<file path="config.mk">
export PLATFORM = sky130hd
export DESIGN_NAME = chain_dma
export DESIGN_NICKNAME = d
export VERILOG_FILES = /design/src/rtl/chain_dma_pkg.sv /design/src/rtl/chain_dma_path.sv /design/src/rtl/chain_dma_ctrl.sv /design/src/rtl/chain_dma.sv
export SDC_FILE = /design/constraint.sdc
export NUM_CORES = 1
export LEC_CHECK = 0
export BUFFER_PORTS_ARGS = -buffer_cell sky130_fd_sc_hd__buf_4
export CAP_MARGIN = 20
export CORE_MARGIN = 5
export CORE_UTILIZATION = 35
export DETAILED_ROUTE_END_ITERATION = 12
export PLACE_DENSITY = 0.66
export SLEW_MARGIN = 20
export SYNTH_ARGS = -nofsm -noshare
export SYNTH_HDL_FRONTEND = slang
export SYNTH_SLANG_ARGS = --single-unit
</file>
<file path="constraint.sdc">
create_clock -name clk -period 2.1 [get_ports clk]
set_input_delay 0.21 -clock clk [delete_from_list [all_inputs] [get_ports clk]]
set_output_delay 0.21 -clock clk [all_outputs]
set_load 0.005 [all_outputs]
</file>
<file path="src/rtl/chain_dma_pkg.sv">
package chain_dma_pkg;
  typedef struct packed {
    logic load;
    logic step;
  } pathCmd_t;

  typedef enum logic {ST_IDLE, ST_RUN} runState_t;

  localparam logic [3:0] REG_CTRL  = 4'd0;
  localparam logic [3:0] REG_SEL   = 4'd1;
  localparam logic [3:0] REG_SADDR = 4'd2;
  localparam logic [3:0] REG_SCNT  = 4'd3;
  localparam logic [3:0] REG_CADDR = 4'd4;
  localparam logic [3:0] REG_CCNT  = 4'd5;
endpackage

</file>
<file path="src/rtl/chain_dma_path.sv">
module chain_dma_path
  import chain_dma_pkg::*;
#(
  parameter int AddrW     = 32,
  parameter int CntW      = 16,
  parameter int NumSegs   = 4,
  parameter int PageBytes = 4096,
  parameter int DataW     = 32
) (
  input  logic                       clk,
  input  logic                       rstN,
  input  pathCmd_t                   cmd,
  input  logic [$clog2(NumSegs)-1:0] loadIdx,
  input  logic [$clog2(NumSegs)-1:0] probeIdx,
  input  logic                       selWr,
  input  logic                       tabAddrWr,
  input  logic                       tabCntWr,
  input  logic [DataW-1:0]           wrData,
  output logic [AddrW-1:0]           curAddr,
  output logic [CntW-1:0]            curCnt,
  output logic [AddrW-1:0]           selAddr,
  output logic [CntW-1:0]            selCnt,
  output logic [$clog2(NumSegs)-1:0] segSel,
  output logic                       probeZero,
  output logic                       lastBeat,
  output logic                       pageEnd,
  output logic                       burstOpen
);
  localparam int SegW  = $clog2(NumSegs);
  localparam int PageW = $clog2(PageBytes);

  logic [AddrW-1:0] tabAddr [NumSegs];
  logic [CntW-1:0]  tabCnt  [NumSegs];

  for (genvar i = 0; i < NumSegs; i++) begin : g_seg
    logic [AddrW-1:0] addrQ;
    logic [CntW-1:0]  cntQ;
    always_ff @(posedge clk) begin
      if (!rstN) begin
        addrQ <= '0;
        cntQ  <= '0;
      end else if (segSel == SegW'(i)) begin
        if (tabAddrWr) addrQ <= wrData[AddrW-1:0];
        if (tabCntWr)  cntQ  <= wrData[CntW-1:0];
      end
    end
    assign tabAddr[i] = addrQ;
    assign tabCnt[i]  = cntQ;
  end

  always_ff @(posedge clk) begin
    if (!rstN) segSel <= '0;
    else if (selWr) segSel <= wrData[SegW-1:0];
  end

  always_ff @(posedge clk) begin
    if (!rstN) begin
      curAddr   <= '0;
      curCnt    <= '0;
      burstOpen <= 1'b0;
    end else if (cmd.load) begin
      curAddr   <= tabAddr[loadIdx];
      curCnt    <= tabCnt[loadIdx];
      burstOpen <= 1'b0;
    end else if (cmd.step) begin
      curAddr   <= curAddr + 1'b1;
      curCnt    <= curCnt - 1'b1;
      burstOpen <= !(lastBeat || pageEnd);
    end
  end

  assign selAddr   = tabAddr[segSel];
  assign selCnt    = tabCnt[segSel];
  assign probeZero = (tabCnt[probeIdx] == '0);
  assign lastBeat  = (curCnt == CntW'(1));
  assign pageEnd   = &curAddr[PageW-1:0];

  AST_ADDR_STEP: assert property (@(posedge clk) disable iff (!rstN)
    (cmd.step && !cmd.load) |=> (curAddr == $past(curAddr) + 1'b1) && (curCnt == $past(curCnt) - 1'b1));
  AST_FROZEN: assert property (@(posedge clk) disable iff (!rstN)
    !(cmd.step || cmd.load) |=> $stable(curAddr) && $stable(curCnt));
endmodule

</file>
<file path="src/rtl/chain_dma_ctrl.sv">
module chain_dma_ctrl
  import chain_dma_pkg::*;
#(
  parameter int NumSegs = 4
) (
  input  logic                       clk,
  input  logic                       rstN,
  input  logic                       ctrlWr,
  input  logic                       wrStart,
  input  logic                       wrClear,
  input  logic                       devValid,
  input  logic                       devErr,
  input  logic                       probeZero,
  input  logic                       lastBeat,
  output pathCmd_t                   cmd,
  output logic [$clog2(NumSegs)-1:0] loadIdx,
  output logic [$clog2(NumSegs)-1:0] probeIdx,
  output logic [$clog2(NumSegs)-1:0] curSeg,
  output logic                       busy,
  output logic                       done,
  output logic                       err,
  output logic                       irq,
  output logic                       devReady,
  output logic                       beat
);
  localparam int SegW = $clog2(NumSegs);
  localparam logic [SegW-1:0] LastSeg = SegW'(NumSegs - 1);

  runState_t state;
  logic startNow, errNow, chainEnd;

  assign busy     = (state == ST_RUN);
  assign startNow = ctrlWr && wrStart && !busy;
  assign errNow   = busy && devErr;
  assign devReady = busy && !devErr;
  assign beat     = devReady && devValid;
  assign probeIdx = busy ? curSeg + 1'b1 : '0;
  assign chainEnd = (curSeg == LastSeg) || probeZero;
  assign loadIdx  = startNow ? '0 : curSeg + 1'b1;

  always_comb begin
    cmd      = '0;
    cmd.step = beat;
    cmd.load = (startNow && !probeZero) || (beat && lastBeat && !chainEnd);
  end

  always_ff @(posedge clk) begin
    if (!rstN) begin
      state  <= ST_IDLE;
      curSeg <= '0;
      done   <= 1'b0;
      err    <= 1'b0;
      irq    <= 1'b0;
    end else begin
      if (ctrlWr && wrClear) begin
        done <= 1'b0;
        err  <= 1'b0;
        irq  <= 1'b0;
      end
      if (startNow) begin
        done <= 1'b0;
        if (probeZero) begin
          err <= 1'b1;
          irq <= 1'b1;
        end else begin
          err    <= 1'b0;
          irq    <= 1'b0;
          state  <= ST_RUN;
          curSeg <= '0;
        end
      end else if (errNow) begin
        err   <= 1'b1;
        irq   <= 1'b1;
        state <= ST_IDLE;
      end else if (beat && lastBeat) begin
        if (chainEnd) begin
          done  <= 1'b1;
          irq   <= 1'b1;
          state <= ST_IDLE;
        end else begin
          curSeg <= curSeg + 1'b1;
        end
      end
    end
  end

  AST_IRQ_HOLD: assert property (@(posedge clk) disable iff (!rstN)
    (irq && !(ctrlWr && (wrClear || wrStart))) |=> irq);
  AST_DONE_ERR_EXCL: assert property (@(posedge clk) disable iff (!rstN)
    !(done && err));
  AST_ERR_STOPS: assert property (@(posedge clk) disable iff (!rstN)
    errNow |=> (!busy && err && irq));
  AST_ZERO_START: assert property (@(posedge clk) disable iff (!rstN)
    (startNow && probeZero) |=> (!busy && err));
endmodule

</file>
<file path="src/rtl/chain_dma.sv">
module chain_dma
  import chain_dma_pkg::*;
#(
  parameter int AddrW     = 32,
  parameter int CntW      = 16,
  parameter int NumSegs   = 4,
  parameter int PageBytes = 4096
) (
  input  logic             clk,
  input  logic             rstN,
  input  logic             regWrEn,
  input  logic [3:0]       regAddr,
  input  logic [31:0]      regWrData,
  output logic [31:0]      regRdData,
  input  logic             devValid,
  input  logic [7:0]       devData,
  input  logic             devErr,
  output logic             devReady,
  output logic             memWrEn,
  output logic [AddrW-1:0] memAddr,
  output logic [7:0]       memWrData,
  output logic             memBurstFirst,
  output logic             memBurstLast,
  output logic             irq
);
  localparam int SegW  = $clog2(NumSegs);
  localparam int PageW = $clog2(PageBytes);

  pathCmd_t         cmd;
  logic [SegW-1:0]  loadIdx, probeIdx, curSeg, segSel;
  logic             busy, done, err, beat;
  logic             probeZero, lastBeat, pageEnd, burstOpen;
  logic [AddrW-1:0] curAddr, selAddr;
  logic [CntW-1:0]  curCnt, selCnt;
  logic             ctrlWr;

  assign ctrlWr = regWrEn && (regAddr == REG_CTRL);

  chain_dma_ctrl #(.NumSegs(NumSegs)) u_ctrl (
    .clk(clk), .rstN(rstN),
    .ctrlWr(ctrlWr), .wrStart(regWrData[0]), .wrClear(regWrData[1]),
    .devValid(devValid), .devErr(devErr),
    .probeZero(probeZero), .lastBeat(lastBeat),
    .cmd(cmd), .loadIdx(loadIdx), .probeIdx(probeIdx), .curSeg(curSeg),
    .busy(busy), .done(done), .err(err), .irq(irq),
    .devReady(devReady), .beat(beat)
  );

  chain_dma_path #(
    .AddrW(AddrW), .CntW(CntW), .NumSegs(NumSegs),
    .PageBytes(PageBytes), .DataW(32)
  ) u_path (
    .clk(clk), .rstN(rstN),
    .cmd(cmd), .loadIdx(loadIdx), .probeIdx(probeIdx),
    .selWr(regWrEn && (regAddr == REG_SEL)),
    .tabAddrWr(regWrEn && !busy && (regAddr == REG_SADDR)),
    .tabCntWr(regWrEn && !busy && (regAddr == REG_SCNT)),
    .wrData(regWrData),
    .curAddr(curAddr), .curCnt(curCnt),
    .selAddr(selAddr), .selCnt(selCnt), .segSel(segSel),
    .probeZero(probeZero), .lastBeat(lastBeat),
    .pageEnd(pageEnd), .burstOpen(burstOpen)
  );

  always_comb begin
    regRdData = '0;
    case (regAddr)
      REG_CTRL: begin
        regRdData[0] = busy;
        regRdData[1] = done;
        regRdData[2] = err;
        regRdData[4 +: SegW] = curSeg;
      end
      REG_SEL:   regRdData[SegW-1:0]  = segSel;
      REG_SADDR: regRdData[AddrW-1:0] = selAddr;
      REG_SCNT:  regRdData[CntW-1:0]  = selCnt;
      REG_CADDR: regRdData[AddrW-1:0] = curAddr;
      REG_CCNT:  regRdData[CntW-1:0]  = curCnt;
      default:   regRdData = '0;
    endcase
  end

  assign memWrEn       = beat;
  assign memAddr       = curAddr;
  assign memWrData     = devData;
  assign memBurstFirst = beat && !burstOpen;
  assign memBurstLast  = beat && (lastBeat || pageEnd);

  AST_NO_PAGE_CROSS: assert property (@(posedge clk) disable iff (!rstN)
    (memWrEn && !memBurstFirst) |-> (memAddr[PageW-1:0] != '0));
  AST_WRITE_NEEDS_READY: assert property (@(posedge clk) disable iff (!rstN)
    memWrEn |-> (devReady && devValid));
endmodule

</file>
==> qor.yml <==
outcome:
  status: "complete, but fails checks"
  violations: "setup timing"
layout:
  fin_area_mm2: 0.0192
  drive_gt1_share_pct: 32.0
  nets: 2054
  regArea_mm2: 0.00501
  stdcell_count: 2531
  syn_to_final_growth_pct: 42.9
  fillCellCount: 3406
  fin_util_pct: 50.8
  multi_input_area_mm2: 0.00851
yosys:
  synth_edf_count: 0
  synth.most_common_cell: "nand2_1"
  synth_top_area_share_pct: 37.1
  synth.distinct_cells: 67
  syn_inst: 1700
  synth_largest_area_cell: "dfxtp_1"
  syn_area_per_cell_um2: 7.90
  ys_top_cells_by_area: "dfxtp_1, nand2_1, mux4_2"
  ys.warnings.count: 0
  synth_flop_cell: "dfxtp_1"
  synth_common_cells: "nand2_1, dfxtp_1, a21oi_1, clkbuf_1"
  synth-seq-area-share_pct: 37.1
  netlist_area_mm2: 0.0134
  ys_async_sr_fraction_pct: 0
  synth_nets: 1753
  ys_ff_latch: 249
global_route:
  antenna_found_initial: 3
  grt_pass1_vias: 13900
  grt_pass1_wl_um: 84600
  grt_max_degree: 88
  grt-ovfl-total: 0
  track_usage_pct: 25.5
power_and_ir_drop:
  p_leak_nw: 6.94
  ir_drop_mv: 0.405
  p_per_area_mw_per_mm2: 559
worst_setup_path:
  cp-end-kind: "output port"
  crit_chain: "buf_12 -> buf_6 -> mux4_2 -> a222oi_1 -> nand2_1 -> buf_6"
  arrival_ps: 2460
  cp_max_fo: 5
  slowest_stage: "mux4_2"
  path_class: "flop to output port"
  worstPathRequired_ps: 1890
  slowest_delay_ps: 560
  cpMostUsedCell: "buf_6"
  cp-start-kind: "flop"
timing:
  finClkSkew_ps: 11.1
  slew_viol_final: 0
  rsz0062_at_grt: "true"
  maxSlewHeadroom_pct: 27.8
  worst_slack_ps: -571
  tightest_slew_ps: 1080
  setup_viol: 86
  period_minus_slack_ps: 2670
  fmax_mhz: 374
  hold_slack_ps: 17.8
  fin_crit_sh_pct: 127
  hold_violations: 0
run:
  max-cap-violations: 0
clock_tree:
  path_clk_slew_ps: 60
  h-tree-depth: 1
  clock_latency_ps: 540
  cts_tree: "done"
  root_buffer: "clkbuf_16"
  cts_num_sinks: 249
  cts_made_buffers: 27
  clk_path_buf_depth: 3
placement:
  place_congestion: 0.988
  dp_cells: 2395
  placed_cell_area_mm2: 0.0163
  port_buffers: 109
  dp_hpwl_um: 38300
  dpl_worst_slack_ps: -175
routing:
  drtIter0Drc: 1573
  drc_errors: 0
  antenna_left: 0
  vias: 14600
  wl_per_cell_um: 22.4
  routed_wl_um: 56700
  viasPerCell: 5.76
  drtPass1Iterations: 12
die:
  die_h_um: 206
  std_cell_rows: 71
  core_mm2: 0.0378
  ioPinCount: 126
  fp.dieW_um: 206
  initial_core_util_pct: 35.6
  die-area_mm2: 0.0424
worst_hold_path:
  hold_class: "primary input to flop"
what timing repair did:
item	CTS	global route
setup buffers	28	24
pin swaps	44	50
hold endpoints to repair	142	0
gates resized for setup	126	103
setup endpoints to repair	87	101
hold buffers	31	0
cloned	6	5
registers in the layout (all words and copies together) (netlist names):
signal              cells
u_ctrl.done             1
u_path.segSel           2
u_ctrl.busy             1
u_path.g_seg.addrQ    128
u_ctrl.irq              1
u_path.g_seg.cntQ      64
u_ctrl.curSeg           2
u_path.burstOpen        1
u_ctrl.err              1
u_path.curCnt          16
u_path.curAddr         32
where the power goes:
group          switching (mW)  internal (mW)  total, mW
clock                    2.02           3.05       5.07
sequential             0.0182           4.73       4.75
combinational           0.521          0.394      0.915
cell type report:
type | instances | share of cell area (%)
clock buffer | 37 | 4.04
antenna | 1 | 0.0130
sequential | 249 | 26.1
multi-input combinational | 1283 | 44.3
timing repair buffer | 431 | 21.2
clock inverter | 10 | 0.782
inverter | 9 | 0.202
tap | 511 | 3.33
critical path: cells and delay by family, from the launching register on:
family | cells | cell delay [ps]
buf+inv | 3 | 390
mux | 1 | 560
flops | 1 | 400
simple gates | 1 | 170
compound gates | 1 | 410
routing by layer:
metal	vias up	routed length, um	track usage, %
met5	-	50	0
met4	4	2340	8.98
met3	170	6070	4.75
met2	839	25900	40.4
met1	7024	22400	35.0
li1	6553	-	-
through the flow:
stage / power, mW / setup TNS, ps
CTS: 10.6 / -18230
global placement: 5.46 / -2490
finish: 10.7 / -20200
detailed placement: 5.47 / -4550
floorplan: 5.17 / 0
global route: 11.0 / -23810
cells in the final DEF, fill, tap and decap left out, types with 31 or more instances in the layout:
cell type,synthesis,routed
a21oi_1,211,198
clkbuf_16,0,31
buf_12,0,35
buf_6,2,42
nand2_1,527,512
nand3_1,52,47
mux4_2,48,48
buf_4,10,311
dfxtp_1,249,235
mux2i_1,52,52
dlygate4sd3_1,0,31
nor2_1,46,39
cell families (layout without fill, tap and decap cells):
family	count (synthesis)	count (layout)	share of synthesized area, %
AO/OA/AOI/OAI	356	358	16.8
XOR/XNOR	46	46	3.00
buffers and inverters	170	487	5.46
flip-flops	249	249	37.1
multiplexers	101	101	12.0
AND/OR/NAND/NOR	774	774	25.3
adder cells (fa/ha/maj)	4	4	0.373
other	0	1	0
worst paths after layout:
path,end,start,slack (ps),depth (start not counted)
max,regRdData[15],u_path.segSel[0],-570,6
min,u_path.g_seg[1].addrQ[6],regWrData[6],20,3
max reg2reg,u_path.curAddr[14],u_path.curCnt[12],-220,9
min reg2reg,u_ctrl.done,u_ctrl.done,470,2
Power figures use the tool's default switching activity.
